`src/rtl/mbx_pkg.sv`:
```
package mbx_pkg;
  typedef enum logic [1:0] {
    MBX_INS  = 2'b00,
    MBX_CMP  = 2'b01,
    MBX_STO  = 2'b10,
    MBX_CMPX = 2'b11
  } mbx_op_e;

  typedef enum logic {
    ST_IDLE = 1'b0,
    ST_RUN  = 1'b1
  } mbx_state_e;
endpackage

```
`src/rtl/mbx_lead_pick.sv`:
```
module mbx_lead_pick #(
  parameter int NB = 4,
  localparam int IW = (NB > 1) ? $clog2(NB) : 1
) (
  input  logic [NB-1:0] mask_i,
  output logic [IW-1:0] idx_o,
  output logic          any_o
);
  // leftmost lane wins: mask bit NB-1 is lane 0
  always_comb begin
    idx_o = '0;
    for (int k = NB - 1; k >= 0; k--) begin
      if (mask_i[NB-1-k]) idx_o = IW'(k);
    end
  end
  assign any_o = |mask_i;
endmodule

```
`src/rtl/mbx_cc_track.sv`:
```
module mbx_cc_track #(
  parameter int BW = 8
) (
  input  logic          clk_i,
  input  logic          rst_ni,
  input  logic          clear_i,
  input  logic          take_i,
  input  logic          cmp_i,
  input  logic [BW-1:0] data_i,
  input  logic [BW-1:0] ref_i,
  output logic [1:0]    cc_o,
  output logic          stop_o
);
  logic nz_q, seen_q, lead_q;
  logic nz_n, lead_n, eq, lt;

  assign eq     = (ref_i == data_i);
  assign lt     = (ref_i < data_i);
  assign stop_o = take_i & cmp_i & ~eq;
  assign nz_n   = nz_q | (take_i & (|data_i));
  assign lead_n = seen_q ? lead_q : data_i[BW-1];

  always_comb begin
    if (cmp_i)     cc_o = stop_o ? (lt ? 2'd1 : 2'd2) : 2'd0;
    else if (nz_n) cc_o = lead_n ? 2'd1 : 2'd2;
    else           cc_o = 2'd0;
  end

  always_ff @(posedge clk_i or negedge rst_ni) begin
    if (!rst_ni) begin
      nz_q   <= 1'b0;
      seen_q <= 1'b0;
      lead_q <= 1'b0;
    end else if (clear_i) begin
      nz_q   <= 1'b0;
      seen_q <= 1'b0;
      lead_q <= 1'b0;
    end else if (take_i) begin
      nz_q   <= nz_n;
      seen_q <= 1'b1;
      lead_q <= lead_n;
    end
  end
endmodule

```
`src/rtl/mask_byte_xfer.sv`:
```
module mask_byte_xfer
  import mbx_pkg::*;
#(
  parameter int NB = 4,
  parameter int BW = 8,
  parameter int AW = 32,
  localparam int RW = NB * BW,
  localparam int IW = (NB > 1) ? $clog2(NB) : 1
) (
  input  logic          clk_i,
  input  logic          rst_ni,
  input  logic          start_i,
  input  logic [1:0]    op_i,
  input  logic [NB-1:0] mask_i,
  input  logic [AW-1:0] addr_i,
  input  logic [RW-1:0] reg_i,
  output logic          mem_req_o,
  output logic          mem_we_o,
  output logic [AW-1:0] mem_addr_o,
  output logic [BW-1:0] mem_wdata_o,
  input  logic          mem_ready_i,
  input  logic [BW-1:0] mem_rdata_i,
  output logic [RW-1:0] result_o,
  output logic [1:0]    cc_o,
  output logic          done_o,
  output logic          busy_o
);
  mbx_state_e    state_q;
  logic [1:0]    op_q;
  logic [NB-1:0] mask_q, mask_after, sel_bit;
  logic [AW-1:0] addr_q;
  logic [RW-1:0] work_q, work_nx, result_q;
  logic [1:0]    cc_q, cc_nx;
  logic          done_q;

  logic [IW-1:0] cur_idx;
  logic          cur_any;
  logic [NB-1:0] lane_hit;
  logic [BW-1:0] cur_byte, cc_data;
  logic          run, xfer, accept, last, stop;
  logic          is_ins, is_sto, is_cmp;

  assign run    = (state_q == ST_RUN);
  assign xfer   = run & mem_ready_i;
  assign accept = start_i & ~run;
  assign is_ins = (op_q == MBX_INS);
  assign is_sto = (op_q == MBX_STO);
  assign is_cmp = op_q[0];

  mbx_lead_pick #(.NB(NB)) u_pick (
    .mask_i (mask_q),
    .idx_o  (cur_idx),
    .any_o  (cur_any)
  );

  for (genvar k = 0; k < NB; k++) begin : g_lane
    localparam int LO = BW * (NB - 1 - k);
    assign lane_hit[k]       = cur_any && (cur_idx == IW'(k));
    assign sel_bit[NB-1-k]   = lane_hit[k];
    assign work_nx[LO +: BW] = (xfer && is_ins && lane_hit[k]) ? mem_rdata_i
                                                               : work_q[LO +: BW];
  end

  always_comb begin
    cur_byte = '0;
    for (int k = 0; k < NB; k++) begin
      if (lane_hit[k]) cur_byte = work_q[BW*(NB-1-k) +: BW];
    end
  end

  assign mask_after = mask_q & ~sel_bit;
  assign cc_data    = is_sto ? cur_byte : mem_rdata_i;
  assign last       = xfer & ((mask_after == '0) | stop);

  mbx_cc_track #(.BW(BW)) u_cc (
    .clk_i   (clk_i),
    .rst_ni  (rst_ni),
    .clear_i (accept),
    .take_i  (xfer),
    .cmp_i   (is_cmp),
    .data_i  (cc_data),
    .ref_i   (cur_byte),
    .cc_o    (cc_nx),
    .stop_o  (stop)
  );

  always_ff @(posedge clk_i or negedge rst_ni) begin
    if (!rst_ni) begin
      state_q  <= ST_IDLE;
      op_q     <= 2'b00;
      mask_q   <= '0;
      addr_q   <= '0;
      work_q   <= '0;
      result_q <= '0;
      cc_q     <= 2'd0;
      done_q   <= 1'b0;
    end else begin
      done_q <= 1'b0;
      if (accept) begin
        if (mask_i == '0) begin
          done_q   <= 1'b1;
          result_q <= reg_i;
          cc_q     <= 2'd0;
        end else begin
          state_q <= ST_RUN;
          op_q    <= op_i;
          mask_q  <= mask_i;
          addr_q  <= addr_i;
          work_q  <= reg_i;
        end
      end else if (xfer) begin
        work_q <= work_nx;
        mask_q <= mask_after;
        addr_q <= addr_q + 1'b1;
        if (last) begin
          state_q  <= ST_IDLE;
          done_q   <= 1'b1;
          result_q <= work_nx;
          cc_q     <= cc_nx;
        end
      end
    end
  end

  assign mem_req_o   = run;
  assign mem_we_o    = run & is_sto;
  assign mem_addr_o  = addr_q;
  assign mem_wdata_o = cur_byte;
  assign result_o    = result_q;
  assign cc_o        = cc_q;
  assign done_o      = done_q;
  assign busy_o      = run;
endmodule

```
`config.mk`:
```
export PLATFORM = sky130hd
export DESIGN_NAME = mask_byte_xfer
export DESIGN_NICKNAME = d
export VERILOG_FILES = /design/src/rtl/mbx_pkg.sv /design/src/rtl/mbx_lead_pick.sv /design/src/rtl/mbx_cc_track.sv /design/src/rtl/mask_byte_xfer.sv
export SDC_FILE = /design/constraint.sdc
export NUM_CORES = 1
export LEC_CHECK = 0
export ABC_AREA = 1
export BUFFER_PORTS_ARGS = -buffer_cell sky130_fd_sc_hd__buf_2
export CAP_MARGIN = 15
export CORE_AREA = 2 2 123 125
export CTS_BUF_LIST = sky130_fd_sc_hd__clkbuf_8
export CTS_CLUSTER_SIZE = 25
export DETAILED_ROUTE_END_ITERATION = 8
export DIE_AREA = 0 0 125 127
export PLACE_DENSITY = 0.72
export SLEW_MARGIN = 20
export SYNTH_ARGS = -nofsm -noshare
export SYNTH_HDL_FRONTEND = slang
export SYNTH_HIERARCHICAL = 1
export SYNTH_SLANG_ARGS = --single-unit
```
`constraint.sdc`:
```
create_clock -name clk_i -period 3.5 [get_ports clk_i]
set_input_delay 0.7 -clock clk_i [delete_from_list [all_inputs] [get_ports clk_i]]
set_output_delay 0.7 -clock clk_i [all_outputs]
set_load 0.01 [all_outputs]
```
==> out/results.ini, run 1 <==
[global_route]
grt_max_degree = 82
first_global_vias = 6959
top_usage_layer = met2
gr-usage-met1 = 0.331
gr-usage-met2 = 0.473
met3_usage = 0.0540
grt.total_usage = 0.267
grt_pass1_wl_um = 34200
antenna_found_initial = 0
grt-ovfl-total = 0

[routing]
num_vias = 7335
drtIter0Drc = 624
vias_per_cell = 5.10
drt_pass1_iterations = 6
ant_nets = 0
wl_per_cell_um = 14.6
drc = 0
drt_wl_total_um = 21000

[timing]
post-route-min-period_ps = 3100
rsz0062_at_grt = false
clock.fmax_mhz = 323
hold_viol = 0
worst_pin_slew_ps = 911
drv_slew = 0
fin_worst_skew_ps = 13.3
fin_ws_ps = 400
finalSetupTns_ps = 0
setup_viol = 0
min_period_over_period = 0.886
timing.slew.headroom = 0.393
hold-worst-slack_ps = 381

[floorplanning]
die_area_um2 = 15900
die_h_um = 127
die-width_um = 125
start_util = 0.483
rows = 44
num_io_pins = 160
core_area_um2 = 14400

[clock_tree]
cts.sinks = 109
clockBufferDepth = 2
tritoncts = yes
cts_hold_buf = 0
clk_latency_ps = 400
cts_setup_buffers = 0
cts_buffers = 9
root_buffer = clkbuf_8
htree_levels = 3
clk_pin_slew_ps = 110

[worst_setup_path]
arrival_ps = 3440
crit_type = reg -> reg
crit_path_max_incr_delay_ps = 410
cp-start-kind = flip-flop
endpoint_kind = flip-flop
path_max_fanout = 34
slowest_stage = dfrtp_1
timing.critical_path.mode_cell = nand2_1
cp_cell_sequence = inv_2 > nand2_1 > a21oi_2 > nand3_1 > inv_1 > nand2_1 > o2111ai_1 > nand2_1 > o21ai_0 > inv_1 > ha_1 > nand2_1 > nor2_1 > a21oi_2 > inv_1 > o21ai_2 > nand2_2 > buf_4 > nand3_1 > nand2_1
critPathTopFamily = simple AND/OR/NAND/NOR gates
cp_data_required_time_ps = 3840
cp_num_buf_inv = 5

[run]
maxCapViolCount = 0

[power_and_ir_drop]
power_density_nw_per_um2 = 857
peakVddDrop_mv = 0.395
p_leak_uw = 0.00469

[cells_and_area]
area_growth_pct = 17.2
utilization = 0.566
antennaDiodeCount = 0
finalNetCount = 1339
drive_gt1_frac = 0.170
fillers = 1481
final_cells = 1437

[logic_synthesis]
ys_ff_latch = 109
yosysWarnings = 6
ys_top_cells_by_count = nand2_1, inv_1, nor2_1
synthArstFlopShare = 1.00
syn_area_per_cell_um2 = 6.29
synth.net_count = 1200
ys_types = 32
ys_seq_area_frac = 0.391
synth_ff_type = dfrtp_1
yosysMostFrequentCell = nand2_1
synth_edf_count = 0
synth_area_leader_cell = dfrtp_1
netlist_top_cells_area = dfrtp_1, nand2_1, nand3_1
synthCells = 1109
synth_area_um2 = 6970
synth_top_area_frac = 0.391

[place]
portBuffers = 159
placedCellCount = 1421
post-dp-hpwl_um = 15200
place_ws_ps = 371
gp_congestion = 0.923

[hold_path]
hold_class = in -> async

[run_status]
status = complete, no violations

## through the flow
step                area [um2]  power [uW]
floorplan                 6970        4840
global placement          7940        6030
detailed placement        7940        6110
CTS                       8170        7010
global route              8170        7680
finish                    8170        7000
## worst register-to-register path: cells and delay by family (launching register included)
family	cells	cell delay, ps
adders and majority gates	1	290
DFF	1	410
buffers and inverters	5	780
AOI/OAI and AO/OA	5	640
and+or+nand+nor	9	910
## power by group
part | switching, uW | total, uW | internal, uW
registers | 473 | 2270 | 1800
clock network | 486 | 901 | 415
logic | 2490 | 3830 | 1340
total | 3450 | 7000 | 3550
## placed cells by master, fill, tap and decap left out, types with 6 or more instances in the layout
cell,instances
ha_1,9
o22ai_1,10
nand2_1,497
xor2_1,6
nand3_1,99
dfrtp_1,109
buf_2,158
clkbuf_8,9
inv_1,116
or2_2,8
a21oi_1,16
o21ai_0,54
buf_4,6
nor2_1,110
## flip-flops by register name (all words and copies together), names as in the netlist
register / count
u_cc/nz_q: 1
mem_addr_o: 32
done_o: 1
result_o: 32
work_q: 32
cc_o: 2
busy_o: 1
op_q: 2
u_cc/lead_q: 1
mask_q: 4
u_cc/seen_q: 1
## cell families after synthesis
| group | count (synthesis) | synth area share |
|---|---|---|
| AOI/OAI and AO/OA | 90 | 0.0705 |
| muxes | 1 | 0.00162 |
| buffers and inverters | 160 | 0.0878 |
| DFF | 109 | 0.391 |
| xor gates and xnor gates | 10 | 0.0126 |
| and+or+nand+nor | 730 | 0.420 |
| adders and majority gates | 9 | 0.0162 |
## metal layers
layer / vias to the layer above / routed length, um
li1: 3696 / -
met2: 278 / 10200
met1: 3316 / 8900
met5: - / 0
met4: 0 / 466
met3: 45 / 1420
## cell type report
cell class / count / area (um2) / area share
tap: 184 / 230 / 0.0282
sequential: 109 / 2730 / 0.334
multi-input combinational: 840 / 3640 / 0.446
inverter: 121 / 454 / 0.0556
clock buffer: 9 / 124 / 0.0152
timing repair buffer: 167 / 887 / 0.109
clock inverter: 7 / 106 / 0.0130
## path summary, 6_finish.rpt
path	slack (ps)	to	cells after the start	startpoint
min in group clk_i	510	result_o[18]	2	result_o[18]
max in group asynchronous	2340	mask_q[3]	2	rst_ni
setup / recovery	400	result_o[7]	20	mask_q[1]
setup reg to reg	400	result_o[7]	20	mask_q[1]
hold / removal	380	work_q[24]	1	rst_ni
hold reg to reg	510	result_o[18]	2	result_o[18]
## timing repair
| action | 4_1_cts | 5_1_grt |
|---|---|---|
| resized for setup | 0 | 1 |
| endpoints found under the setup margin | 0 | 9 |
| hold endpoints to repair | 0 | 0 |
Power figures use the tool's default switching activity.
==> run 2: changes to the inputs <==
- BUFFER_PORTS_ARGS: -buffer_cell sky130_fd_sc_hd__buf_2 -> -buffer_cell sky130_fd_sc_hd__clkbuf_2
==> out/results.ini, run 2 (synthesized netlist as in run 1, its figures left out) <==
[run_status]
status = complete, no violations

[cells_and_area]
drive_gt1_frac = 0.171
area_growth_pct = 17.5
fillers = 1492
final_cell_mix = nand2_1, clkbuf_2, inv_1
antennaDiodeCount = 0
finalNetCount = 1341
final_common_cell = nand2_1

[worst_setup_path]
reg2reg_to = result_o[0]
cp-start-kind = flip-flop
rr_worst_depth = 22
slowest_stage = dfrtp_1
timing.critical_path.mode_cell = nand2_1
cp_num_buf_inv = 6
worstReg2RegStart = mask_q[1]
arrival_ps = 3390
path_max_fanout = 32
cp_data_required_time_ps = 3840
endpoint_kind = flip-flop
crit_path_max_incr_delay_ps = 410
crit_type = reg -> reg
cp_cell_sequence = inv_2 > nand2_1 > a21oi_2 > inv_1 > nand3_1 > inv_1 > a21oi_1 > nand2_1 > nand2_1 > nand2_1 > inv_1 > ha_1 > nand2_1 > nor2_2 > a21oi_2 > inv_1 > o21ai_2 > nand2_2 > nand2_2 > buf_12 > nand2_1 > nand2_1
critPathTopFamily = simple AND/OR/NAND/NOR gates
r2r_setup_slack_ps = 440

[clock_tree]
root_buffer = clkbuf_8
clk_pin_slew_ps = 110
tritoncts = yes
cts_buffers = 9
clk_latency_ps = 400
cts.sinks = 109
clockBufferDepth = 2
htree_levels = 3
cts_hold_buf = 0

[floorplanning]
die_h_um = 127
start_util = 0.483
num_io_pins = 160
rows = 44
die-width_um = 125
die_area_um2 = 15900
core_area_um2 = 14400

[global_route]
grt_max_degree = 82
grt.total_usage = 0.268
grt_pass1_wl_um = 34400
first_global_vias = 6993
met3_usage = 0.0410
antenna_found_initial = 0
top_usage_layer = met2
gr-usage-met2 = 0.460
gr-usage-met1 = 0.341
grt-ovfl-total = 0

[power_and_ir_drop]
p_comb_frac = 0.545
peakVddDrop_mv = 0.353
power_density_nw_per_um2 = 862
p_switching_uw = 3470
swShare = 0.491
p_int_uw = 3600
seq_power_share = 0.324
clkPwrFrac = 0.131
p_leak_uw = 0.00470

[place]
place_ws_ps = 426
gp_congestion = 0.914
post-dp-hpwl_um = 15500
portBuffers = 159

[run]
maxCapViolCount = 0

[routing]
num_vias = 7421
wl_per_cell_um = 14.6
ant_nets = 0
drt_wl_total_um = 21000
vias_per_cell = 5.16
drt_pass1_iterations = 5
drtIter0Drc = 712
drc = 0

[timing]
clock.fmax_mhz = 327
finalSetupTns_ps = 0
min_period_over_period = 0.873
worst_pin_slew_ps = 909
post-route-min-period_ps = 3060
fin_ws_ps = 444
setup_viol = 0
timing.slew.headroom = 0.394
rsz0062_at_grt = false
drv_slew = 0
fin_worst_skew_ps = 14.8
hold_viol = 0

[hold_path]
hold_class = in -> async

-- run 2: changes by cell type in the layout (fill, tap and decap cells not counted) --
cell,delta
buf_2,-158
clkbuf_2,+158
buf_4,+2
clkbuf_8,+2
inv_6,+1
clkinv_4,-3
-- run 2: stage by stage --
| stage | cells | hold WS [ps] | area [um2] | utilization | total power, uW |
|---|---|---|---|---|---|
| 3_3_place_gp | 1423 | 484 | 7950 | 0.551 | 6050 |
| 4_1_cts | 1439 | 368 | 8190 | 0.568 | 7070 |
| 6_report | 1439 | 352 | 8190 | 0.568 | 7060 |
| 2_1_floorplan | 1109 | 404 | 6970 | - | 4840 |
| 3_5_place_dp | 1423 | 486 | 7950 | 0.551 | 6130 |
| 5_1_grt | 1439 | 408 | 8190 | 0.568 | 7720 |
-- run 2: worst register-to-register path, stage by stage, from the launching register on --
cell and delay (ps):
dfrtp_1 410, inv_2 80, nand2_1 60, a21oi_2 190, inv_1 100, nand3_1 190, inv_1 160, a21oi_1 180
nand2_1 130, nand2_1 80, nand2_1 100, inv_1 80, ha_1 240, nand2_1 110, nor2_2 60, a21oi_2 150
inv_1 70, o21ai_2 90, nand2_2 90, nand2_2 100, buf_12 180, nand2_1 100, nand2_1 60
-- run 2: worst max-delay path by stage --
| stage | cells after the start | endpoint | start |
|---|---|---|---|
| 6_report | 22 | result_o[0] | mask_q[1] |
| 5_1_grt | 21 | result_o[25] | mask_q[3] |
| 4_1_cts | 20 | result_o[27] | mask_q[3] |
| 3_5_place_dp | 20 | result_o[15] | mask_q[3] |
| 3_3_place_gp | 20 | result_o[1] | mask_q[3] |
| 2_1_floorplan | 21 | result_o[10] | mask_q[1] |
-- run 2: layout make-up --
class                      instances  area [um2]  area share
timing repair buffer             169         902       0.110
clock buffer                      11         151      0.0185
multi-input combinational        840        3640       0.444
clock inverter                     5        88.8      0.0108
tap                              184         230      0.0281
sequential                       109        2730       0.333
inverter                         121         454      0.0554
-- run 2: per-layer routing --
| layer | up-vias | routed length [um] |
|---|---|---|
| met5 | - | 0 |
| met4 | 0 | 689 |
| met3 | 53 | 1400 |
| met2 | 294 | 10100 |
| met1 | 3372 | 8790 |
| li1 | 3702 | - |
-- run 2: power by group through the flow --
stage / Clock, uW / Combinational (uW) / Sequential (uW)
2_1_floorplan: 0 / 2500 / 2340
3_3_place_gp: 0 / 3750 / 2300
3_5_place_dp: 0 / 3820 / 2310
4_1_cts: 937 / 3840 / 2280
5_1_grt: 994 / 4380 / 2350
6_report: 925 / 3850 / 2290
-- run 2: what timing repair did --
item                                    CTS  global route
endpoints found under the setup margin    0             7
gates resized for setup                   0             1
buffers inserted                          0             0
